--- config.mk ---
export PLATFORM = sky130hd
export DESIGN_NAME = branch_predictor
export DESIGN_NICKNAME = d
export VERILOG_FILES = /design/src/rtl/bp_pkg.sv /design/src/rtl/bp_dir_table.sv /design/src/rtl/bp_tgt_buf.sv /design/src/rtl/branch_predictor.sv
export SDC_FILE = /design/constraint.sdc
export NUM_CORES = 1
export LEC_CHECK = 0
export BUFFER_PORTS_ARGS = -buffer_cell sky130_fd_sc_hd__buf_2
export CAP_MARGIN = 25
export CORE_MARGIN = 5
export CORE_UTILIZATION = 61
export DETAILED_ROUTE_END_ITERATION = 12
export PLACE_DENSITY = 0.87
export SETUP_SLACK_MARGIN = 0.05
export SYNTH_ARGS = -nofsm -noshare
export SYNTH_HDL_FRONTEND = slang
export SYNTH_SLANG_ARGS = --single-unit
--- constraint.sdc ---
create_clock -name clk -period 7.6 [get_ports clk]
set_input_delay 0.38 -clock clk [delete_from_list [all_inputs] [get_ports clk]]
set_output_delay 0.38 -clock clk [all_outputs]
set_load 0.01 [all_outputs]
--- src/rtl/bp_pkg.sv ---
package bp_pkg;

    // Strongest not-taken counter value, used at reset.
    localparam logic [1:0] CTR_STRONG_NT = 2'b00;
    localparam logic [1:0] CTR_STRONG_T  = 2'b11;

    // Saturating step of a two-bit direction counter.
    function automatic logic [1:0] ctr_step(input logic [1:0] cur, input logic taken);
        logic [1:0] nxt;
        if (taken) begin
            nxt = (cur == CTR_STRONG_T) ? cur : cur + 2'd1;
        end else begin
            nxt = (cur == CTR_STRONG_NT) ? cur : cur - 2'd1;
        end
        return nxt;
    endfunction

endpackage

--- src/rtl/bp_dir_table.sv ---
module bp_dir_table #(
    parameter int IDX_W   = 4,
    parameter bit TWO_BIT = 1'b1
) (
    input  logic             clk,
    input  logic             rst,
    input  logic [IDX_W-1:0] rd_idx,
    output logic             rd_taken,
    input  logic             wr_en,
    input  logic [IDX_W-1:0] wr_idx,
    input  logic             wr_taken,
    input  logic             wr_mispredict
);
    localparam int ENTRIES = 1 << IDX_W;

    typedef struct packed {
        logic [ENTRIES-1:0][1:0] ctr;
    } dir_state_t;

    dir_state_t st_d, st_q;
    logic [1:0] entry_nxt;

    generate
        if (TWO_BIT) begin : g_two_bit
            // Outcome alone drives the saturating counter.
            logic unused_mis;
            assign unused_mis = wr_mispredict;
            assign entry_nxt  = bp_pkg::ctr_step(st_q.ctr[wr_idx], wr_taken);
        end else begin : g_one_bit
            // Both bits mirror one guess bit; a miss inverts it.
            logic unused_taken;
            logic flipped;
            assign unused_taken = wr_taken;
            assign flipped      = st_q.ctr[wr_idx][0] ^ wr_mispredict;
            assign entry_nxt    = {2{flipped}};
        end
    endgenerate

    always_comb begin
        st_d = st_q;
        if (rst) begin
            st_d.ctr = {ENTRIES{bp_pkg::CTR_STRONG_NT}};
        end else if (wr_en) begin
            st_d.ctr[wr_idx] = entry_nxt;
        end
    end

    always_ff @(posedge clk) begin
        st_q <= st_d;
    end

    assign rd_taken = st_q.ctr[rd_idx][1];

endmodule

--- src/rtl/bp_tgt_buf.sv ---
module bp_tgt_buf #(
    parameter int PC_W  = 32,
    parameter int OFS_W = 2,
    parameter int IDX_W = 3
) (
    input  logic            clk,
    input  logic            rst,
    input  logic [PC_W-1:0] rd_pc,
    output logic            rd_hit,
    output logic [PC_W-1:0] rd_tgt,
    input  logic            wr_en,
    input  logic [PC_W-1:0] wr_pc,
    input  logic [PC_W-1:0] wr_tgt
);
    localparam int ENTRIES = 1 << IDX_W;
    localparam int TAG_LSB = OFS_W + IDX_W;
    localparam int TAG_W   = PC_W - TAG_LSB;

    typedef struct packed {
        logic             vld;
        logic [TAG_W-1:0] tag;
        logic [PC_W-1:0]  tgt;
    } btb_ent_t;

    typedef struct packed {
        btb_ent_t [ENTRIES-1:0] ent;
    } btb_state_t;

    btb_state_t st_d, st_q;

    logic [IDX_W-1:0] rd_idx, wr_idx;
    logic [TAG_W-1:0] rd_tag, wr_tag;
    logic [OFS_W-1:0] unused_rd_ofs, unused_wr_ofs;

    assign rd_idx        = rd_pc[OFS_W +: IDX_W];
    assign rd_tag        = rd_pc[PC_W-1:TAG_LSB];
    assign wr_idx        = wr_pc[OFS_W +: IDX_W];
    assign wr_tag        = wr_pc[PC_W-1:TAG_LSB];
    assign unused_rd_ofs = rd_pc[OFS_W-1:0];
    assign unused_wr_ofs = wr_pc[OFS_W-1:0];

    always_comb begin
        st_d = st_q;
        if (rst) begin
            for (int i = 0; i < ENTRIES; i++) begin
                st_d.ent[i].vld = 1'b0;
            end
        end else if (wr_en) begin
            st_d.ent[wr_idx].vld = 1'b1;
            st_d.ent[wr_idx].tag = wr_tag;
            st_d.ent[wr_idx].tgt = wr_tgt;
        end
    end

    always_ff @(posedge clk) begin
        st_q <= st_d;
    end

    assign rd_hit = st_q.ent[rd_idx].vld && (st_q.ent[rd_idx].tag == rd_tag);
    assign rd_tgt = st_q.ent[rd_idx].tgt;

endmodule

--- src/rtl/branch_predictor.sv ---
module branch_predictor #(
    parameter int PC_W      = 32,
    parameter int OFS_W     = 2,
    parameter int IDX_W     = 4,
    parameter int TGT_IDX_W = 3,
    parameter bit TWO_BIT   = 1'b1
) (
    input  logic            clk,
    input  logic            rst,
    input  logic [PC_W-1:0] pred_pc,
    output logic            pred_taken,
    output logic            pred_tgt_valid,
    output logic [PC_W-1:0] pred_tgt,
    input  logic            upd_valid,
    input  logic [PC_W-1:0] upd_pc,
    input  logic            upd_taken,
    input  logic [PC_W-1:0] upd_target,
    input  logic            upd_mispredict
);
    logic            dir_taken;
    logic            btb_hit;
    logic [PC_W-1:0] btb_tgt;

    bp_dir_table #(
        .IDX_W   (IDX_W),
        .TWO_BIT (TWO_BIT)
    ) u_dir (
        .clk           (clk),
        .rst           (rst),
        .rd_idx        (pred_pc[OFS_W +: IDX_W]),
        .rd_taken      (dir_taken),
        .wr_en         (upd_valid),
        .wr_idx        (upd_pc[OFS_W +: IDX_W]),
        .wr_taken      (upd_taken),
        .wr_mispredict (upd_mispredict)
    );

    bp_tgt_buf #(
        .PC_W  (PC_W),
        .OFS_W (OFS_W),
        .IDX_W (TGT_IDX_W)
    ) u_btb (
        .clk    (clk),
        .rst    (rst),
        .rd_pc  (pred_pc),
        .rd_hit (btb_hit),
        .rd_tgt (btb_tgt),
        .wr_en  (upd_valid & upd_taken),
        .wr_pc  (upd_pc),
        .wr_tgt (upd_target)
    );

    assign pred_taken     = dir_taken;
    assign pred_tgt_valid = dir_taken & btb_hit;
    assign pred_tgt       = pred_tgt_valid ? btb_tgt : '0;

endmodule

==> qor.csv <==
metric;value;unit
rsz0062_at_grt;false;
synth-seq-cells;512;
synth_enable_flop_cells;472;
seq_area_frac_synth;67.23;%
netlist.top_cell.by_area;edfxtp_1;
report.final.slew_viol_count;0;
arrival;4310;ps
drv_cap;0;
design.final.nets;1540;
postCtsSetupRepairBufs;0;
postSynthAreaPerCell;16.71;sq um
holdCritPathClass;input port to register;
dp_slack;2880;ps
setup.worst_path.start_class;input port;
cp_cell_sequence;buf_6, buf_4, mux4_2, nand2_1, nand2_1, xor2_1, nor4_4, nand4_4, nor3_2, buf_2;
peakVddDrop;145.0;uV
tritoncts;done;
power_density;236.7;mW/mm^2
routedWlPerCell;26.38;microns
synth.top_cells.by_area;edfxtp_1 (64%), mux4_2 (12%), and2_1 (4.5%);
row_count;70;
cp_data_required_time;7220;ps
drtPass1Iterations;5;
post_synth_num_cell_types;38;
cp_common_cell;nand2_1;
run_status;complete, no violations;
post-route-period-util;61.72;%
cts_hold_repair.buffers;0;
ant_nets;0;
synth_mux_area_share;15.44;%
die-area;0.04043;sq mm
final.setup.tns;0;ps
port_buffers;129;
area_fraction_in_compound_gates_after_synthesis;1.427;%
ratio_of_cells_with_drive_above_1_in_the_final_layout;27.69;%
initialDrtViolationCount;1444;
setup-violations-final;0;
critPathSlowestCell;buf_4;
hold_violations_final;0;
grt-ovfl-total;0;
clkSinkCount;512;
timing.fmax;213.2;MHz
crit_family;simple AND/OR/NAND/NOR gates;
place.gp.congestion;0.7802;
via_per_inst;6.493;
worstMarginPinSlew;969.4;ps
yosys_warnings;0;
chipHeight;201.1;microns
critical_path.endpoint_type;output pin;
start_util;61.28;%
hpwlAfterDp;26.89;mm
cpPeakStageDelay;670;ps
timing.final.crit_period;4691;ps
critPathMaxFanout;74;
netlist_instances;1333;
quantity_of_gates_resized_following_cts;0;
grt_first_pass_wirelength;78.56;mm
yosys.area_share.xor_xnor;1.062;%
synth_top_family_by_area;multiplexers;
post_synth_most_frequent_cells;edfxtp_1 (472), and2_1 (161), mux4_2 (123), and3_1 (99), nand2_1 (72);
cp.buffers_inverters;3;
leakagePower;8.243;nW
h-tree-depth;2;
yosysTopAreaCellShare;63.64;%
route.vias.total;12660;
chipWidth;201.1;microns
post_synth_simple_gate_area;12.37;%
clk_pin_slew;60;ps
post_synthesis_instance_area;0.02227;sq mm
core;0.03635;sq mm
grt_antenna_before_repair;8;
synthArstFlopShare;0;%
grt_start_max_net_pins;76;
syn_nets;1434;
maxSlewHeadroom;35.38;%
syn_to_final_growth;12.43;%
insertion_delay;570;ps
routed_wl;51.44;mm
number_of_buffers_added_by_the_clock_tree_synthesis_step;50;
ys_dominant_reg_cell;edfxtp_1;
synth_fa_ha_area_share;0.08988;%
io-pin-count;135;
worst_slack;2909;ps
drc_errors;0;
post-synth-top-count-cell;edfxtp_1;
worst_clock_skew;15.34;ps
root_buffer;clkbuf_16;
ctsLongestPathBuffers;3;
timing.setup.critical_path_class;input port to output pin;
vias_in_the_first_global_route;13250;
global_route.usage.total;25.35;%
power breakdown:
part	switching (W)	internal (W)
Clock	0.00103	0.00146
Sequential	0.00000889	0.00309
Combinational	0.000200	0.000129
cell type report:
class | instances | area, sq um
flip-flops and latches | 512 | 14970
fillers | 2137 | 11310
multi-input cells | 721 | 6862
clock buffers | 70 | 1440
repair buffers | 153 | 938.4
well taps | 468 | 585.6
clock inverters | 20 | 224.0
diodes | 5 | 12.51
inverters | 1 | 3.754
layer usage:
layer | global-route usage, % | share of wire, % | up-vias
li1 | - | - | 5375
met1 | 34.41 | 38 | 6457
met2 | 42.79 | 52 | 715
met3 | 4.443 | 8.3 | 109
met4 | 7.670 | 2.5 | 6
met5 | 0 | 0.089 | -
state kept, by name, indices dropped and copies added, names as in the netlist:
name        flops
u_dir.st_q     32
u_btb.st_q    480
worst paths after layout:
path / start / to / slack, ps / cells past startpoint
worst min-delay path: upd_pc[23] / u_btb.st_q[50] / 90 / 1
worst min register to register: u_btb.st_q[239] / u_btb.st_q[239] / 450 / 1
worst max register to register: u_dir.st_q[4] / u_dir.st_q[4] / 5290 / 6
worst max-delay path: pred_pc[3] / pred_tgt[7] / 2910 / 10
worst reg2reg max path: stages (launching register included):
cell	delay, ps
dfxtp_1	320
mux4_2	480
a22oi_1	220
and3_1	200
maj3_1	620
nand3_1	180
a21oi_1	200
cells in the final DEF, fill, tap and decap left out, drive strengths merged:
master  instances
nand3b          1
mux4          123
nand2b          9
a221oi          4
a21o            9
nand3          39
maj3            2
bufinv          4
a21oi          33
clkinv         11
and3           99
nor2           10
diode           5
nand2          72
o22ai           2
and3b           1
buf           153
clkbuf         70
inv             6
xor2           12
nand4           1
nor2b          14
and4            1
xnor2          15
nor3           37
edfxtp        472
a22oi           3
mux2            6
mux2i          60
dfxtp          40
nor3b           1
and2          161
nor4            4
o211ai          2
cells by family (layout without fill, tap and decap cells):
group | after synthesis | count (layout)
simple gates | 450 | 450
flops | 512 | 512
buf+inv | 100 | 244
compound gates | 53 | 53
other cells | 0 | 5
fa+ha+maj | 2 | 2
mux | 189 | 189
xor+xnor | 27 | 27
through the flow:
stage | power, W | cell area [sq um] | cells | hold WS, ps | util (%)
3_3_place_gp | 0.003469 | 23220 | 1849 | 427.6 | 63.89
2_1_floorplan | 0.003373 | 22270 | 1333 | 421.0 | -
6_report | 0.005928 | 25040 | 1950 | 85.06 | 68.89
5_1_grt | 0.006105 | 25040 | 1949 | 71.39 | 68.88
4_1_cts | 0.005948 | 24910 | 1940 | 53.67 | 68.52
3_5_place_dp | 0.003484 | 23240 | 1850 | 439.3 | 63.94
No activity file was read; power rests on OpenSTA's default activity.
